### src/rtl/mct_pkg.sv
package mct_pkg;
  typedef enum logic [1:0] {ACT_NONE, ACT_LOW, ACT_HIGH, ACT_TOGGLE} out_act_e;
  typedef enum logic [1:0] {SRC_CLK, SRC_RISE, SRC_FALL, SRC_BOTH} cnt_src_e;

  localparam int ADR_CTRL   = 0;
  localparam int ADR_MODE   = 1;
  localparam int ADR_COUNT  = 2;
  localparam int ADR_PLIM   = 3;
  localparam int ADR_PCNT   = 4;
  localparam int ADR_MACT   = 5;
  localparam int ADR_OACT   = 6;
  localparam int ADR_CSET   = 7;
  localparam int ADR_FLAGS  = 8;
  localparam int ADR_MV_BASE = 9;
endpackage

### src/rtl/mct_sync_edge.sv
module mct_sync_edge #(
  parameter int STAGES = 2
) (
  input  logic clk_i,
  input  logic rst_ni,
  input  logic in_i,
  output logic rise_o,
  output logic fall_o
);
  logic [STAGES:0] sh_q;

  always_ff @(posedge clk_i or negedge rst_ni) begin
    if (!rst_ni) sh_q <= '0;
    else         sh_q <= {sh_q[STAGES-1:0], in_i};
  end

  // sh_q[STAGES-1] is the synchronized level, sh_q[STAGES] its previous value
  assign rise_o = sh_q[STAGES-1] & ~sh_q[STAGES];
  assign fall_o = ~sh_q[STAGES-1] & sh_q[STAGES];
endmodule

### src/rtl/mct_prescaler.sv
module mct_prescaler #(
  parameter int W = 32
) (
  input  logic         clk_i,
  input  logic         rst_ni,
  input  logic         clr_i,
  input  logic         evt_i,
  input  logic [W-1:0] limit_i,
  output logic [W-1:0] pc_o,
  output logic         tick_o
);
  logic [W-1:0] pc_q;

  // at-or-above keeps a lowered limit from forcing a full wrap
  assign tick_o = evt_i & (pc_q >= limit_i);
  assign pc_o   = pc_q;

  always_ff @(posedge clk_i or negedge rst_ni) begin
    if (!rst_ni)    pc_q <= '0;
    else if (clr_i) pc_q <= '0;
    else if (evt_i) pc_q <= tick_o ? '0 : pc_q + 1'b1;
  end
endmodule

### src/rtl/mct_match_ch.sv
module mct_match_ch
  import mct_pkg::*;
#(
  parameter int W = 32
) (
  input  logic         clk_i,
  input  logic         rst_ni,
  input  logic         tick_i,
  input  logic [W-1:0] cnt_i,
  input  logic [W-1:0] nxt_i,
  input  logic [W-1:0] mval_i,
  input  out_act_e     act_i,
  input  logic         lvl_we_i,
  input  logic         lvl_i,
  output logic         hit_o,
  output logic         at_o,
  output logic         out_o
);
  logic out_q;

  assign at_o  = (cnt_i == mval_i);
  assign hit_o = tick_i & (nxt_i == mval_i);
  assign out_o = out_q;

  always_ff @(posedge clk_i or negedge rst_ni) begin
    if (!rst_ni) out_q <= 1'b0;
    else if (hit_o) begin
      unique case (act_i)
        ACT_LOW:    out_q <= 1'b0;
        ACT_HIGH:   out_q <= 1'b1;
        ACT_TOGGLE: out_q <= ~out_q;
        default:    out_q <= out_q;
      endcase
    end else if (lvl_we_i) out_q <= lvl_i;
  end
endmodule

### src/rtl/match_capture_timer.sv
module match_capture_timer
  import mct_pkg::*;
#(
  parameter int W  = 32,
  parameter int NM = 4,
  parameter int NC = 2,
  parameter int AW = 4
) (
  input  logic          clk_i,
  input  logic          rst_ni,
  input  logic          reg_we_i,
  input  logic [AW-1:0] reg_addr_i,
  input  logic [W-1:0]  reg_wdata_i,
  output logic [W-1:0]  reg_rdata_o,
  input  logic [NC-1:0] cap_i,
  output logic [NM-1:0] match_o,
  output logic [1:0]    dma_req_o,
  output logic          irq_o
);
  localparam int CV_BASE = ADR_MV_BASE + NM;
  localparam int ADR_OUT = CV_BASE + NC;
  localparam int SEL_W   = (NC > 1) ? $clog2(NC) : 1;
  localparam int MODE_W  = 2 + SEL_W;
  localparam int NF      = NM + NC;

  logic              en_q, clr_q;
  logic [MODE_W-1:0] mode_q;
  logic [W-1:0]      plim_q, tc_q, tc_nxt, pc_w;
  logic [3*NM-1:0]   mact_q;
  logic [2*NM-1:0]   oact_q;
  logic [3*NC-1:0]   cset_q;
  logic [NF-1:0]     flags_q, flag_set;
  logic [W-1:0]      mval_q [NM];
  logic [W-1:0]      cval_q [NC];
  logic [NM-1:0]     hit_v, at_v, irqen_v, rstm_v, stop_v;
  logic [NC-1:0]     rise_v, fall_v, cap_hit;
  logic [1:0]        dma_q;
  logic              evt_raw, evt, tick;
  logic [SEL_W-1:0]  in_sel;
  cnt_src_e          src;

  function automatic logic wsel(input int a);
    return reg_we_i && (reg_addr_i == AW'(a));
  endfunction

  // control, mode, limits, action fields
  always_ff @(posedge clk_i or negedge rst_ni) begin
    if (!rst_ni) begin
      en_q   <= 1'b0;
      clr_q  <= 1'b0;
      mode_q <= '0;
      plim_q <= '0;
      mact_q <= '0;
      oact_q <= '0;
      cset_q <= '0;
    end else begin
      if (wsel(ADR_CTRL)) {clr_q, en_q} <= reg_wdata_i[1:0];
      if (|(hit_v & stop_v)) en_q <= 1'b0;
      if (wsel(ADR_MODE)) mode_q <= reg_wdata_i[MODE_W-1:0];
      if (wsel(ADR_PLIM)) plim_q <= reg_wdata_i;
      if (wsel(ADR_MACT)) mact_q <= reg_wdata_i[3*NM-1:0];
      if (wsel(ADR_OACT)) oact_q <= reg_wdata_i[2*NM-1:0];
      if (wsel(ADR_CSET)) cset_q <= reg_wdata_i[3*NC-1:0];
    end
  end

  // count source
  assign src    = cnt_src_e'(mode_q[1:0]);
  assign in_sel = mode_q[2+:SEL_W];

  always_comb begin
    unique case (src)
      SRC_RISE: evt_raw = rise_v[in_sel];
      SRC_FALL: evt_raw = fall_v[in_sel];
      SRC_BOTH: evt_raw = rise_v[in_sel] | fall_v[in_sel];
      default:  evt_raw = 1'b1;
    endcase
  end

  assign evt = en_q & ~clr_q & evt_raw;

  mct_prescaler #(.W(W)) u_psc (
    .clk_i   (clk_i),
    .rst_ni  (rst_ni),
    .clr_i   (clr_q),
    .evt_i   (evt),
    .limit_i (plim_q),
    .pc_o    (pc_w),
    .tick_o  (tick)
  );

  // main counter
  assign tc_nxt = (|(rstm_v & at_v)) ? '0 : tc_q + 1'b1;

  always_ff @(posedge clk_i or negedge rst_ni) begin
    if (!rst_ni)     tc_q <= '0;
    else if (clr_q)  tc_q <= '0;
    else if (tick)   tc_q <= tc_nxt;
  end

  // match channels
  for (genvar i = 0; i < NM; i++) begin : g_match
    assign irqen_v[i] = mact_q[3*i];
    assign rstm_v[i]  = mact_q[3*i+1];
    assign stop_v[i]  = mact_q[3*i+2];

    always_ff @(posedge clk_i or negedge rst_ni) begin
      if (!rst_ni)                  mval_q[i] <= '0;
      else if (wsel(ADR_MV_BASE+i)) mval_q[i] <= reg_wdata_i;
    end

    mct_match_ch #(.W(W)) u_ch (
      .clk_i    (clk_i),
      .rst_ni   (rst_ni),
      .tick_i   (tick),
      .cnt_i    (tc_q),
      .nxt_i    (tc_nxt),
      .mval_i   (mval_q[i]),
      .act_i    (out_act_e'(oact_q[2*i+:2])),
      .lvl_we_i (wsel(ADR_OUT)),
      .lvl_i    (reg_wdata_i[i]),
      .hit_o    (hit_v[i]),
      .at_o     (at_v[i]),
      .out_o    (match_o[i])
    );
    assign flag_set[i] = hit_v[i] & irqen_v[i];
  end

  // capture channels
  for (genvar c = 0; c < NC; c++) begin : g_cap
    mct_sync_edge #(.STAGES(2)) u_sync (
      .clk_i  (clk_i),
      .rst_ni (rst_ni),
      .in_i   (cap_i[c]),
      .rise_o (rise_v[c]),
      .fall_o (fall_v[c])
    );
    assign cap_hit[c] = (rise_v[c] & cset_q[3*c]) | (fall_v[c] & cset_q[3*c+1]);
    assign flag_set[NM+c] = cap_hit[c] & cset_q[3*c+2];

    always_ff @(posedge clk_i or negedge rst_ni) begin
      if (!rst_ni)         cval_q[c] <= '0;
      else if (cap_hit[c]) cval_q[c] <= tc_q;
    end
  end

  // flags: set wins over a same-cycle clear
  always_ff @(posedge clk_i or negedge rst_ni) begin
    if (!rst_ni) flags_q <= '0;
    else flags_q <= (flags_q & ~(wsel(ADR_FLAGS) ? reg_wdata_i[NF-1:0] : '0)) | flag_set;
  end

  assign irq_o = |flags_q;

  always_ff @(posedge clk_i or negedge rst_ni) begin
    if (!rst_ni) dma_q <= '0;
    else         dma_q <= hit_v[1:0];
  end
  assign dma_req_o = dma_q;

  // read path
  always_comb begin
    reg_rdata_o = '0;
    case (int'(reg_addr_i))
      ADR_CTRL:  reg_rdata_o[1:0] = {clr_q, en_q};
      ADR_MODE:  reg_rdata_o[MODE_W-1:0] = mode_q;
      ADR_COUNT: reg_rdata_o = tc_q;
      ADR_PLIM:  reg_rdata_o = plim_q;
      ADR_PCNT:  reg_rdata_o = pc_w;
      ADR_MACT:  reg_rdata_o[3*NM-1:0] = mact_q;
      ADR_OACT:  reg_rdata_o[2*NM-1:0] = oact_q;
      ADR_CSET:  reg_rdata_o[3*NC-1:0] = cset_q;
      ADR_FLAGS: reg_rdata_o[NF-1:0] = flags_q;
      ADR_OUT:   reg_rdata_o[NM-1:0] = match_o;
      default: begin
        for (int i = 0; i < NM; i++)
          if (int'(reg_addr_i) == ADR_MV_BASE + i) reg_rdata_o = mval_q[i];
        for (int c = 0; c < NC; c++)
          if (int'(reg_addr_i) == CV_BASE + c) reg_rdata_o = cval_q[c];
      end
    endcase
  end
endmodule

### config.mk
export PLATFORM = sky130hd
export DESIGN_NAME = match_capture_timer
export DESIGN_NICKNAME = d
export VERILOG_FILES = /design/src/rtl/mct_pkg.sv /design/src/rtl/mct_sync_edge.sv /design/src/rtl/mct_prescaler.sv /design/src/rtl/mct_match_ch.sv /design/src/rtl/match_capture_timer.sv
export SDC_FILE = /design/constraint.sdc
export NUM_CORES = 1
export LEC_CHECK = 0
export BUFFER_PORTS_ARGS = -buffer_cell sky130_fd_sc_hd__buf_2
export CAP_MARGIN = 0
export CELL_PAD_IN_SITES_DETAIL_PLACEMENT = 0
export CELL_PAD_IN_SITES_GLOBAL_PLACEMENT = 1
export CORE_ASPECT_RATIO = 0.7
export CORE_UTILIZATION = 30
export DETAILED_ROUTE_END_ITERATION = 16
export GPL_TIMING_DRIVEN = 0
export PLACE_DENSITY_LB_ADDON = 0.1
export SYNTH_ARGS = -nofsm -noshare
export SYNTH_HDL_FRONTEND = slang
export SYNTH_SLANG_ARGS = --single-unit
### constraint.sdc
create_clock -name clk_i -period 6.33 [get_ports clk_i]
set_input_delay 0.9495 -clock clk_i [delete_from_list [all_inputs] [get_ports clk_i]]
set_output_delay 0.9495 -clock clk_i [all_outputs]
set_load 0.02 [all_outputs]
# --- After elaboration in Yosys (flattened, before gate mapping) ---
# Index checks and enable logic that the tools add are counted.
word_totals:
  regBits: 337
  latchBits: 0
  ramBits: 0
  rom_bits: 0
  input_bits: 41
  out_inout_bits: 39
  elab_cells: 182
  mem_count: 0
classes:
  add_sub_neg: 2
  mul: 0
  div: 0
  order_cmp: 2
  n_eq_ne: 46
  shift: 0
  n_mux: 39
  bitwise: 38
  n_reduce_logical: 32
op_table:
  columns: ["op", "n"]
  rows:
  - ["two-way mux 32 bit", 12]
  - ["equality test 32 bit", 8]
  - ["one-hot mux 20 bit (4 select lines)", 1]
  - ["adder 32 x 1 -> 32 bit, second input constant", 2]
  - ["equality test 4 bit, second input constant", 9]
  - [">= comparator 32 bit", 1]
  - ["equality test 4 x 3 -> 1 bit, second input constant", 6]
  - ["bitwise AND 1 bit", 21]
  - ["equality test 2 bit, second input constant", 10]
  - ["one-hot mux 2 bit (10 select lines)", 1]
  - ["one-hot mux 4 bit (5 select lines)", 1]
  - ["!= test 4 bit, second input constant", 4]
  - ["one-hot mux 2 bit (8 select lines)", 1]
  - ["one-hot mux 1 bit (3 select lines)", 5]
  - ["two-way mux 1 bit", 14]
  - ["nonzero test 2 bit", 7]
  - ["equality test 4 x 2 -> 1 bit, second input constant", 3]
  - ["logical AND 1 bit", 12]
  - ["one-hot mux 2 bit (6 select lines)", 1]
  - ["OR reduction 6 bit", 2]
  - ["equality test 2 x 1 -> 1 bit, second input constant", 5]
  - ["one-hot mux 1 bit (10 select lines)", 1]
  - ["inverter 1 bit", 9]
  - ["one-hot mux 1 bit (9 select lines)", 1]
  - ["15 further kinds", 22]

# --- Longest topological paths before layout ---
# Gate-level depths: netlist (run 1).
logic_depth:
  depth_word: 12
  ltp_mapped: 16

# --- By module ---
# A second synthesis (run 1) with hierarchy kept.
unflattened:
  hier_cells: 2059
  area_unflattened_um2: 21061.4
by_module_without_submodules:
  columns: ["mod", "n_inst", "cells_per_inst", "area_each_um2", "seq_area_each_um2"]
  rows:
  - ["match_capture_timer", 1, 1322, 14865.5, 7382.1]
  - ["mct_match_ch", 4, 96, 797.0, 25.0]
  - ["mct_prescaler", 1, 343, 2827.7, 800.8]
  - ["mct_sync_edge", 2, 5, 90.1, 75.1]

# --- Worst setup path before layout (run 1) ---
# No wires, ideal clock.
synth_path:
  path_type: "input to output"
  from: "input port reg_addr_i[1]"
  to: "output port reg_rdata_o[10]"
  t_arrival_ps: 2676
  t_required_ps: 5380
  setup_slack_ps: 2705
  cell_stages: 7
  n_path_buf: 3
  path_cell_list: "clkbuf_1 nand2_1 nor3_1 clkbuf_1 buf_1 a22oi_1 a31oi_1"
synth_between:
  elab_chain_cells: 8
  word_cells_on_any_way: 24
  classes_between: "eq/ne (15); mux (7); reduce/logical (2)"
synth_lines:
  columns: ["element", "line_no", "text"]
  rows:
  - ["start, declared", "match_capture_timer.sv:12", "input logic [AW-1:0] reg_addr_i,"]
  - ["equality test 4 bit", "match_capture_timer.sv:177", "if (int'(reg_addr_i) == ADR_MV_BASE + i) reg_rdata_o = mval_q[i];"]
  - ["two-way mux 32 bit (4 in a row)", "match_capture_timer.sv:177", null]
  - ["two-way mux 32 bit (2 in a row)", "match_capture_timer.sv:179", "if (int'(reg_addr_i) == CV_BASE + c) reg_rdata_o = cval_q[c];"]
  - ["one-hot mux 4 bit (5 select lines) *", "match_capture_timer.sv:164", "case (int'(reg_addr_i))"]
  - ["end, declared", "match_capture_timer.sv:14", "output logic [W-1:0] reg_rdata_o,"]
# Every way passes the cells marked *; elsewhere a longest branch is shown, timed or not.

# --- Worst setup path in the final report (run 1) ---
layout_path:
  from: "register tc_q[15]"
  to: "register en_q"
layout_between:
  elab_chain_cells: 9
  word_cells_on_any_way: 20
  classes_between: "add/sub (1); eq/ne (8); mux (2); bitwise (6); reduce/logical (3)"
layout_lines:
  columns: ["element", "line_no", "text"]
  rows:
  - ["start, declared", "match_capture_timer.sv:28", "logic [W-1:0] plim_q, tc_q, tc_nxt, pc_w;"]
  - ["start signal, assigned", "match_capture_timer.sv:98", "else if (tick) tc_q <= tc_nxt;"]
  - ["parallel branches: the longest is 3 deep, another holds adder 32 x 1 -> 32 bit", null, null]
  - ["two-way mux 32 bit *", "match_capture_timer.sv:93", "assign tc_nxt = (|(rstm_v & at_v)) ? '0 : tc_q + 1'b1;"]
  - ["equality test 32 bit", "mct_match_ch.sv:22", "assign hit_o = tick_i & (nxt_i == mval_i);"]
  - ["bitwise AND 1 bit", "mct_match_ch.sv:22", null]
  - ["bitwise AND 4 bit *", "match_capture_timer.sv:58", "if (|(hit_v & stop_v)) en_q <= 1'b0;"]
  - ["OR reduction 4 bit *", "match_capture_timer.sv:58", null]
  - ["two-way mux 1 bit or nonzero test 2 bit (tied branches)", null, null]
  - ["end signal, assigned", "match_capture_timer.sv:57", "if (wsel(ADR_CTRL)) {clr_q, en_q} <= reg_wdata_i[1:0];"]
  - ["end, declared", "match_capture_timer.sv:26", "logic en_q, clr_q;"]
# Mark *: on every way between the ends.
# A chain may end at the register's enable or synchronous reset.

==> results of run 1 <==
metal layers:
metal	vias to the layer above	wire length [µm]
li1	8274	-
met1	10256	55700
met2	844	42700
met3	95	9600
met4	0	1700
met5	-	0
state kept, by name, indices dropped and copies added (netlist names):
name                cells
clr_q                   1
cset_q                  6
cval_q                 64
dma_req_o               2
en_q                    1
flags_q                 6
g_cap.u_sync.sh_q       6
g_match.u_ch.out_o      4
mact_q                 12
mode_q                  3
mval_q                128
oact_q                  8
plim_q                 32
tc_q                   32
u_psc.pc_o             32
where the power goes:
part           internal [mW]  switching, mW  total [mW]
Combinational          0.685          0.776        1.46
Sequential              2.45          0.850        3.30
Clock                   1.33           1.03        2.37
Yosys cell counts (4+ instances only):
| master | instances |
|---|---|
| o211ai_1 | 5 |
| nor2_1 | 166 |
| nor4b_1 | 28 |
| mux2i_1 | 12 |
| or4_1 | 4 |
| buf_2 | 41 |
| nor3_1 | 43 |
| nor2b_1 | 20 |
| nand4_1 | 35 |
| o21ai_0 | 55 |
| a31oi_1 | 58 |
| inv_1 | 55 |
| xor2_1 | 171 |
| nor3b_1 | 16 |
| and2_1 | 5 |
| o22ai_1 | 4 |
| buf_1 | 33 |
| a222oi_1 | 34 |
| mux2_2 | 256 |
| and4_1 | 5 |
| nand2_1 | 100 |
| o21bai_1 | 5 |
| o32ai_1 | 37 |
| nor4_1 | 35 |
| o21ai_1 | 4 |
| buf_4 | 5 |
| a22oi_1 | 83 |
| nand2b_1 | 11 |
| or3_1 | 4 |
| a32oi_1 | 10 |
| a21oi_1 | 105 |
| xnor2_1 | 90 |
| a22o_1 | 8 |
| o21a_1 | 4 |
| and3_1 | 24 |
| ha_1 | 42 |
| nand3b_1 | 13 |
| dfrtp_1 | 337 |
| or4_4 | 4 |
| nand3_1 | 55 |
| clkbuf_1 | 77 |
| or2_2 | 4 |
| a211oi_1 | 15 |
worst max-delay path: cells and delay by family (launching register included):
family,cells,cell delay [ps]
xor+xnor,1,200
compound gates,3,660
buf+inv,3,1440
flops,1,440
simple gates,7,3190
how the worst max path moves through the flow:
| stage | start | to |
|---|---|---|
| 2_1_floorplan | reg_addr_i[1] | reg_rdata_o[10] |
| 3_3_place_gp | rst_ni | tc_q[7] |
| 3_5_place_dp | tc_q[15] | en_q |
| 4_1_cts | tc_q[15] | en_q |
| 5_1_grt | tc_q[15] | en_q |
| 6_report | tc_q[15] | en_q |
layout by cell type, fill, tap and decap left out, types with 58 or more instances in the layout:
cell type / synthesis / final
xor2_1: 171 / 171
buf_2: 41 / 118
a31oi_1: 58 / 58
nand2_1: 100 / 100
nor2_1: 166 / 166
dfrtp_1: 337 / 337
xnor2_1: 90 / 90
clkbuf_1: 77 / 84
mux2_2: 256 / 256
a21oi_1: 105 / 105
a22oi_1: 83 / 83
final cells by class:
cell class | count | area, µm²
fill | 7290 | 45900
multi-input combinational | 1623 | 12300
sequential | 337 | 8430
tap | 954 | 1190
clock buffer | 55 | 1160
buffer | 159 | 683
timing repair buffer | 83 | 498
inverter | 55 | 206
clock inverter | 17 | 153
antenna | 4 | 10.0
kinds of logic (layout without fill, tap and decap cells):
| family | count (synthesis) | in the layout | share of synthesized area |
|---|---|---|---|
| AOI/OAI and AO/OA | 450 | 450 | 0.143 |
| DFF | 337 | 337 | 0.390 |
| adders and majority gates | 42 | 42 | 0.0243 |
| muxes | 268 | 268 | 0.139 |
| xor gates and xnor gates | 269 | 269 | 0.114 |
| buffers and inverters | 214 | 369 | 0.0412 |
| other | 0 | 4 | 0 |
| and+or+nand+nor | 594 | 594 | 0.148 |
==> results.cfg, run 1 <==
[timing]
fin_crit_ps = 6110
drv_slew = 0
rsz0062_at_grt = false
hold_viol_final = 0
slew_headroom = 0.0918
fin_crit_sh = 0.965
setup_viol = 0
fin_tns_setup_ps = 0
setup_ws_ps = 220
fin_skew_ps = 25.1
fmax_ghz = 0.164
tightest_slew_ps = 1360
hold-worst-slack_ps = 287

[cts]
htreeDepth = 2
clk_pin_slew_ps = 60
cts_resized = 0
cts_inserted_buffers = 41
root_buffer = clkbuf_16
cts_tree = done
cts_setup_buffers = 0
clkLatencyLatePin_ps = 590
clock-sinks = 337
cts_hold_buf = 0
clock_path_buffers = 3

[run_status]
status = finished clean

[worst_hold_path]
hold_path_class = input port to asynchronous set/reset pin

[setup_path]
path_cells = buf_2 -> xor2_1 -> nor4_1 -> nand4_1 -> nor3_1 -> or4_1 -> buf_2 -> clkbuf_1 -> a21oi_1 -> o32ai_1 -> nand4_1 -> nand4b_1 -> nor4b_1 -> a2111oi_2
start_kind = register
cp_max_fo = 10
cp.required_ps = 6750
rr_worst_depth = 14
reg2reg_from = tc_q[15]
max_stage_delay_ps = 1090
critPathArrivalTime_ps = 6530
crit_path_top_delay_cell = nor4b_1
rrSetupSlack_ps = 220
path_class = register to register
crit_path_end_kind = register
reg2reg_to = en_q

[synthesis]
syn_nets = 2257
synth_seq_cells = 337
synthDistinctLibCells = 78
syn-mean-instance-area_um2 = 9.93
synth_top_area_share = 0.390
syn_inst = 2174
yosys-top-cells-area = dfrtp_1 (39%), mux2_2 (13%), xor2_1 (6.9%), xnor2_1 (3.6%), a22oi_1 (2.9%)
syn-cell-area_mm2 = 0.0216
synth_edf_count = 0
synth-warning-count = 0
synthFlopType = dfrtp_1
yosysTopAreaCell = dfrtp_1
seq_area_frac_synth = 0.390
synthArstFlopShare = 1.00

[routing]
avgViaCountPerCell = 5.92
wl_per_cell_um = 33.4
route.detailed.drc = 0
vias = 19469
drt_iter0_markers = 2569
drt_wl_total_mm = 110
antenna_left = 0
drtPass1Iterations = 5

[die]
fp.coreArea_mm2 = 0.0705
row_count = 81
start_util = 0.306
die_x_um = 323
fp.dieH_um = 226
io_pins = 80
die_area_mm2 = 0.0731

[power_and_ir_drop]
vdd_ir_drop_max_mv = 0.185
p_leak_nw = 10.5
cellPowerDensity_mw_per_mm2 = 290
power_mw = 7.13

[grt]
grt_pass1_vias = 18304
grt_usage = 0.297
grt_first_pass_wirelength_mm = 150
antenna_found_initial = 0
overflow = 0
busiest_layer = met1
grt.met3_usage = 0.0642
use_met2 = 0.402
use_met1 = 0.475
grt_start_max_net_pins = 110

[place]
port-buffer-count = 78
post-place-ws_ps = 441
dp_cells = 3210
hpwl_mm = 87.8
place_area_mm2 = 0.0233
routabilityCongestion = 0.976

[cells_and_area]
drive_above_1_share = 0.207
final_core_util = 0.349
syn_to_final_growth_pct = 14.0
final_area_mm2 = 0.0246
instances_no_fill = 3287
layout.nets = 2383

[run]
drv_cap = 0
Note: power is estimated with default switching activity, not from simulation.
==> run 2, diff against run 1 <==
- SYNTH_HIERARCHICAL: unset -> 1
==> run 2 against run 1 <==
  * The run now ends with max-capacitance violations, max-slew violations left
  * Combinational power grew 17%
  * Non-clock buffer count is 32 lower
  * Cell area down 2.1%
  * Clock power up 6%
  * Register-to-register slack got worse by 160 ps
  * Core utilization is 0.14 points higher
  * Wire length increased by 0.57%
  * Highest routed layer is now met5
==> results.cfg, run 2 <==
[run_status]
status = complete, but fails checks
violations = max-capacitance violations, max-slew violations

[timing]
setup_viol = 0
rsz0062_at_grt = false
fin_skew_ps = 41.9
fmax_ghz = 0.160
fin_crit_ps = 6270
hold-worst-slack_ps = 240
tightest_slew_ps = 1540
hold_viol_final = 0
drv_slew = 11
fin_crit_sh = 0.990
slew_headroom = -0.0291
fin_tns_setup_ps = 0

[grt]
grt_first_pass_wirelength_mm = 150
grt_start_max_net_pins = 110
use_met2 = 0.423
overflow = 0
busiest_layer = met1
antenna_found_initial = 9
grt_pass1_vias = 17836
grt_usage = 0.306
grt.met3_usage = 0.0590
use_met1 = 0.476

[synthesis]
synth_seq_cells = 337
yosys-top-cells-area = dfrtp_1 (40%), mux2_2 (15%), xor2_1 (11%), ha_1 (2.5%), nor4_1 (2.1%)
syn-mean-instance-area_um2 = 10.2
synth.most_common_cell = dfrtp_1
synthFlopType = dfrtp_1
synth_top_family_by_area = multiplexers
syn-cell-area_mm2 = 0.0211
yosysTopAreaCell = dfrtp_1
syn_nets = 2142
synth_top_area_share = 0.400
synthTopCellsByCount = dfrtp_1 (337), mux2_2 (272), xor2_1 (271), nand2_1 (113), nor2_1 (91)
seq_area_frac_synth = 0.400
synth_mux_area_frac = 0.158
synth-simple-area-share = 0.139
synth_edf_count = 0
synthAdderAreaFrac = 0.0250
synth_compound_area_frac = 0.121
synthArstFlopShare = 1.00
synthXorXnorAreaFrac = 0.119
synth-warning-count = 6
synthDistinctLibCells = 73
syn_inst = 2059

[setup_path]
cp_max_fo = 10
max_stage_delay_ps = 930
path_class = register to register
critPathArrivalTime_ps = 6770
crit_path_end_kind = register
crit_top_cell = nor2_1
start_kind = register
cp.required_ps = 6830
rr_worst_depth = 16
crit_path_top_delay_cell = dfrtp_1
path_cells = xor2_1 -> nor4_1 -> nand4_1 -> nor2_1 -> a22oi_1 -> nand2_1 -> clkbuf_1 -> buf_1 -> nor2_1 -> xor2_1 -> nor4_1 -> nand4_1 -> nor3_4 -> a22oi_1 -> nand2_1 -> nor2_1

[routing]
drt_wl_total_mm = 110
antenna_left = 0
drt_iter0_markers = 2005
vias = 18441
wl_per_cell_um = 35.4
drtPass1Iterations = 5
avgViaCountPerCell = 5.92
route.detailed.drc = 0

[die]
fp.coreArea_mm2 = 0.0688
io_pins = 80
row_count = 80
die_x_um = 319
start_util = 0.306
fp.dieH_um = 224
die_area_mm2 = 0.0713

[cts]
clkLatencyLatePin_ps = 610
cts_tree = done
root_buffer = clkbuf_16
clk_pin_slew_ps = 70
cts_hold_buf = 0
cts_setup_buffers = 0
cts_inserted_buffers = 40
clock_path_buffers = 3
htreeDepth = 2
clock-sinks = 337

[worst_hold_path]
hold_path_class = input port to asynchronous set/reset pin

[power_and_ir_drop]
p_leak_nw = 10.9
cellPowerDensity_mw_per_mm2 = 303
vdd_ir_drop_max_mv = 0.136

[place]
dp_cells = 3043
port-buffer-count = 78
hpwl_mm = 85.7
place_area_mm2 = 0.0227
routabilityCongestion = 0.987

[cells_and_area]
seqCellArea_mm2 = 0.00843
fill_cells = 6984
drive_above_1_share = 0.225
reg_top3 = mval_q (128), cval_q (64)
largest_register_ffs = 128
multiInputGateArea_mm2 = 0.0119
layout_common_cells = dfrtp_1 (337), mux2_2 (272), xor2_1 (271)
syn_to_final_growth_pct = 14.4
instances_no_fill = 3117
final_area_mm2 = 0.0241
layout_commonest_cell = dfrtp_1
top_register = mval_q
final_core_util = 0.350
layout.nets = 2266

[run]
drv_cap = 1
run 2: changes by cell type after synthesis, moves of 21 or more:
cell and change:
nor4_1 +37, o32ai_1 -33, a21oi_1 -24, a22oi_1 -60
nor2_1 -75, a31oi_1 -30, xor2_1 +100, or3_1 +26
nor4b_1 -25, a22o_1 +21, xnor2_1 -75
run 2: through the flow:
stage,total power [mW],worst slack [ps]
after detailed placement,4.78,-206
after global routing,7.57,24.9
after floorplan,3.88,2820
after global placement,4.75,-2930
final,7.31,63.5
after CTS,7.31,128
run 2: final timing paths:
path,startpoint,endpoint,slack [ps]
setup / recovery,tc_q[1],en_q,60
hold / removal,rst_ni,mval_q[29],240
setup reg to reg,tc_q[1],en_q,60
hold reg to reg,g_cap[0].u_sync/sh_q[0],g_cap[0].u_sync/sh_q[1],350
max in group asynchronous,rst_ni,u_psc/pc_o[13],4630
min in group clk_i,g_cap[0].u_sync/sh_q[0],g_cap[0].u_sync/sh_q[1],350
run 2: logic make-up after synthesis:
logic type,count (synthesis)
flops,337
mux,298
compound gates,362
buf+inv,187
xor+xnor,286
simple gates,547
fa+ha+maj,42
run 2: layer usage:
layer,wire (µm),vias to the layer above
li1,-,7822
met1,55100,9690
met2,44100,795
met3,8390,124
met4,2640,10
met5,69,-
run 2: critical path: cells and delay by family, from the launching register on:
family / cells / cell delay [ps]
simple gates: 10 / 3420
flops: 1 / 930
compound gates: 2 / 410
buf+inv: 2 / 980
xor+xnor: 2 / 400
run 2: layout make-up:
class,count,share of cell area
multi-input cells,1535,0.493
flip-flops and latches,337,0.350
well taps,902,0.0468
clock buffers,54,0.0466
plain buffers,128,0.0233
repair buffers,82,0.0207
clock inverters,18,0.00997
inverters,59,0.00919
diodes,2,0.000208
run 2: repair_timing:
| action | in CTS | in global routing |
|---|---|---|
| pin swaps | 0 | 0 |
| cloned | 0 | 0 |
| resized for setup | 3 | 3 |
| setup endpoints to repair | 3 | 1 |
run 2: where the power goes:
group          switching (mW)  internal [mW]  total (mW)
combinational           0.996          0.710        1.71
clock                    1.06           1.46        2.52
sequential              0.619           2.47        3.09
total                    2.67           4.64        7.31
==> run 3, diff against run 2 <==
- CORE_UTILIZATION: 30 -> 54
==> run 3 against run 2 <==
  * Core utilization rose by 26 points
  * The flow finishes with violations (max-capacitance violations, negative setup slack)
  * Largest cell class unchanged
  * Cell area down 2.8%
  * Wire length decreased by 13%
==> results.cfg, run 3 (synthesis results as in run 2) <==
[run_status]
status = complete, but fails checks
violations = max-capacitance violations, negative setup slack

[timing]
setup_ws_ps = -113
rsz0062_at_grt = false
fin_crit_sh = 1.02
fin_tns_setup_ps = -113
slew_headroom = 0.00511
setup_viol = 1
fin_crit_ps = 6440
fin_skew_ps = 20.5
hold_viol_final = 0
hold-worst-slack_ps = 346
fmax_ghz = 0.155
drv_slew = 0
tightest_slew_ps = 1480

[grt]
grt_pass1_vias = 18445
grt_first_pass_wirelength_mm = 134
grt_usage = 0.479
antenna_found_initial = 3
overflow = 0
grt_start_max_net_pins = 117

[die]
row_count = 60
die_area_mm2 = 0.0398
io_pins = 80
start_util = 0.548
fp.dieH_um = 167
die_x_um = 238
fp.coreArea_mm2 = 0.0384

[power_and_ir_drop]
switching_share = 0.360
clockPowerShare = 0.320
p_int_mw = 4.46
p_leak_nw = 10.7
cellPowerDensity_mw_per_mm2 = 297
p_switching_mw = 2.51
vdd_ir_drop_max_mv = 0.262
p_seq_frac = 0.439
combPwrFrac = 0.241

[place]
routabilityCongestion = 1.07
hpwl_mm = 72.7
post-place-ws_ps = 235
port-buffer-count = 78

[cts]
clock_path_buffers = 3
htreeDepth = 2
cts_hold_buf = 0
cts_setup_buffers = 0
clock-sinks = 337
cts_inserted_buffers = 36
root_buffer = clkbuf_16
clkLatencyLatePin_ps = 560
clk_pin_slew_ps = 60
cts_tree = done

[cells_and_area]
final_core_util = 0.609
syn_to_final_growth_pct = 11.2
layout_commonest_cell = dfrtp_1
reg_top3 = mval_q (128), cval_q (64)
layout.nets = 2262
layout_common_cells = dfrtp_1 (334), mux2_2 (272), xor2_1 (271)
largest_register_ffs = 128
top_register = mval_q
drive_above_1_share = 0.220

[routing]
antenna_left = 0
drt_wl_total_mm = 95.7
avgViaCountPerCell = 7.04
route.detailed.drc = 0
vias = 19233
drt_iter0_markers = 2821
drtPass1Iterations = 9
wl_per_cell_um = 35.0

[run]
drv_cap = 1

[setup_path]
cp_max_fo = 12
crit_path_top_delay_cell = nor3_2
path_cells = xor2_1 -> nor4_1 -> nand4_1 -> nor2_1 -> a22oi_1 -> nand2_1 -> clkbuf_1 -> buf_1 -> nor2_1 -> xor2_1 -> nor4_1 -> nand4_1 -> nor3_2 -> a22oi_1 -> nand2_1 -> nor2_1
critPathArrivalTime_ps = 6880
cp.required_ps = 6770
max_stage_delay_ps = 710
path_class = register to register
crit_top_cell = nor2_1
crit_path_end_kind = register
start_kind = register

[worst_hold_path]
hold_path_class = input port to asynchronous set/reset pin
==> run 3: cell types whose count changed in the layout (fill, tap and decap cells not counted), moves of 3 or more <==
| cell | before | now |
|---|---|---|
| clkbuf_1 | 72 | 76 |
| clkbuf_16 | 40 | 37 |
| clkbuf_2 | 4 | 0 |
| nor3_4 | 4 | 0 |
| dfrtp_1 | 337 | 334 |
| dfrtp_2 | 0 | 3 |
| nor3_2 | 5 | 9 |
==> run 3: per-stage QoR <==
| step | instance area, µm² | cells | total power [mW] |
|---|---|---|---|
| 2_1_floorplan | 21100 | 2059 | 3.88 |
| 3_3_place_gp | 22100 | 2664 | 4.61 |
| 6_report | 23400 | 2733 | 6.96 |
| 5_1_grt | 23400 | 2732 | 7.12 |
| 4_1_cts | 23400 | 2732 | 6.85 |
| 3_5_place_dp | 22200 | 2668 | 4.66 |
==> run 3: layout make-up <==
type                    instances  area, µm²
well taps                     527        659
fillers                      3313      15000
clock inverters                13        153
inverters                      59        221
repair buffers                 82        494
diodes                          1       2.50
plain buffers                 128        556
flip-flops and latches        337       8440
multi-input cells            1535      11900
clock buffers                  51       1040
==> run 3: power by group through the flow <==
| stage | registers (mW) | logic [mW] | clock network (mW) |
|---|---|---|---|
| 4_1_cts | 3.02 | 1.62 | 2.22 |
| 6_report | 3.05 | 1.68 | 2.23 |
| 3_5_place_dp | 3.05 | 1.61 | 0 |
| 5_1_grt | 3.06 | 1.76 | 2.29 |
| 3_3_place_gp | 3.04 | 1.57 | 0 |
| 2_1_floorplan | 2.81 | 1.07 | 0 |
==> run 3: path summary, 6_finish.rpt <==
path                                               from                      end  slack, ps  depth (start not counted)
worst max register to register                 tc_q[26]                     en_q       -110                         16
min in group clk_i              g_cap[1].u_sync/sh_q[0]  g_cap[1].u_sync/sh_q[1]        350                          0
worst min register to register  g_cap[1].u_sync/sh_q[0]  g_cap[1].u_sync/sh_q[1]        350                          0
worst max-delay path                           tc_q[26]                     en_q       -110                         16
worst min-delay path                             rst_ni               mval_q[59]        350                          1
max in group asynchronous                        rst_ni           u_psc/pc_o[18]       4780                          3
==> run 3: what timing repair did <==
action                                 in CTS  in global routing
setup endpoints to repair                   0                  3
gates resized for setup                     0                  4
endpoints found under the hold margin       0                  0
==> run 3: worst max-delay path, delay by kind of cell, from the launching register on <==
kind,cells,cell delay [ps]
XOR/XNOR,2,540
flip-flops,1,700
buffers and inverters,2,1110
AO/OA/AOI/OAI,2,420
AND/OR/NAND/NOR,10,3540
==> run 3: metal layers <==
layer | up-vias | track usage | part of all wire
met5 | - | 0.00242 | 0.00034
li1 | 7807 | - | -
met2 | 1541 | 0.633 | 0.39
met1 | 9544 | 0.662 | 0.40
met4 | 4 | 0.257 | 0.062
met3 | 337 | 0.194 | 0.15
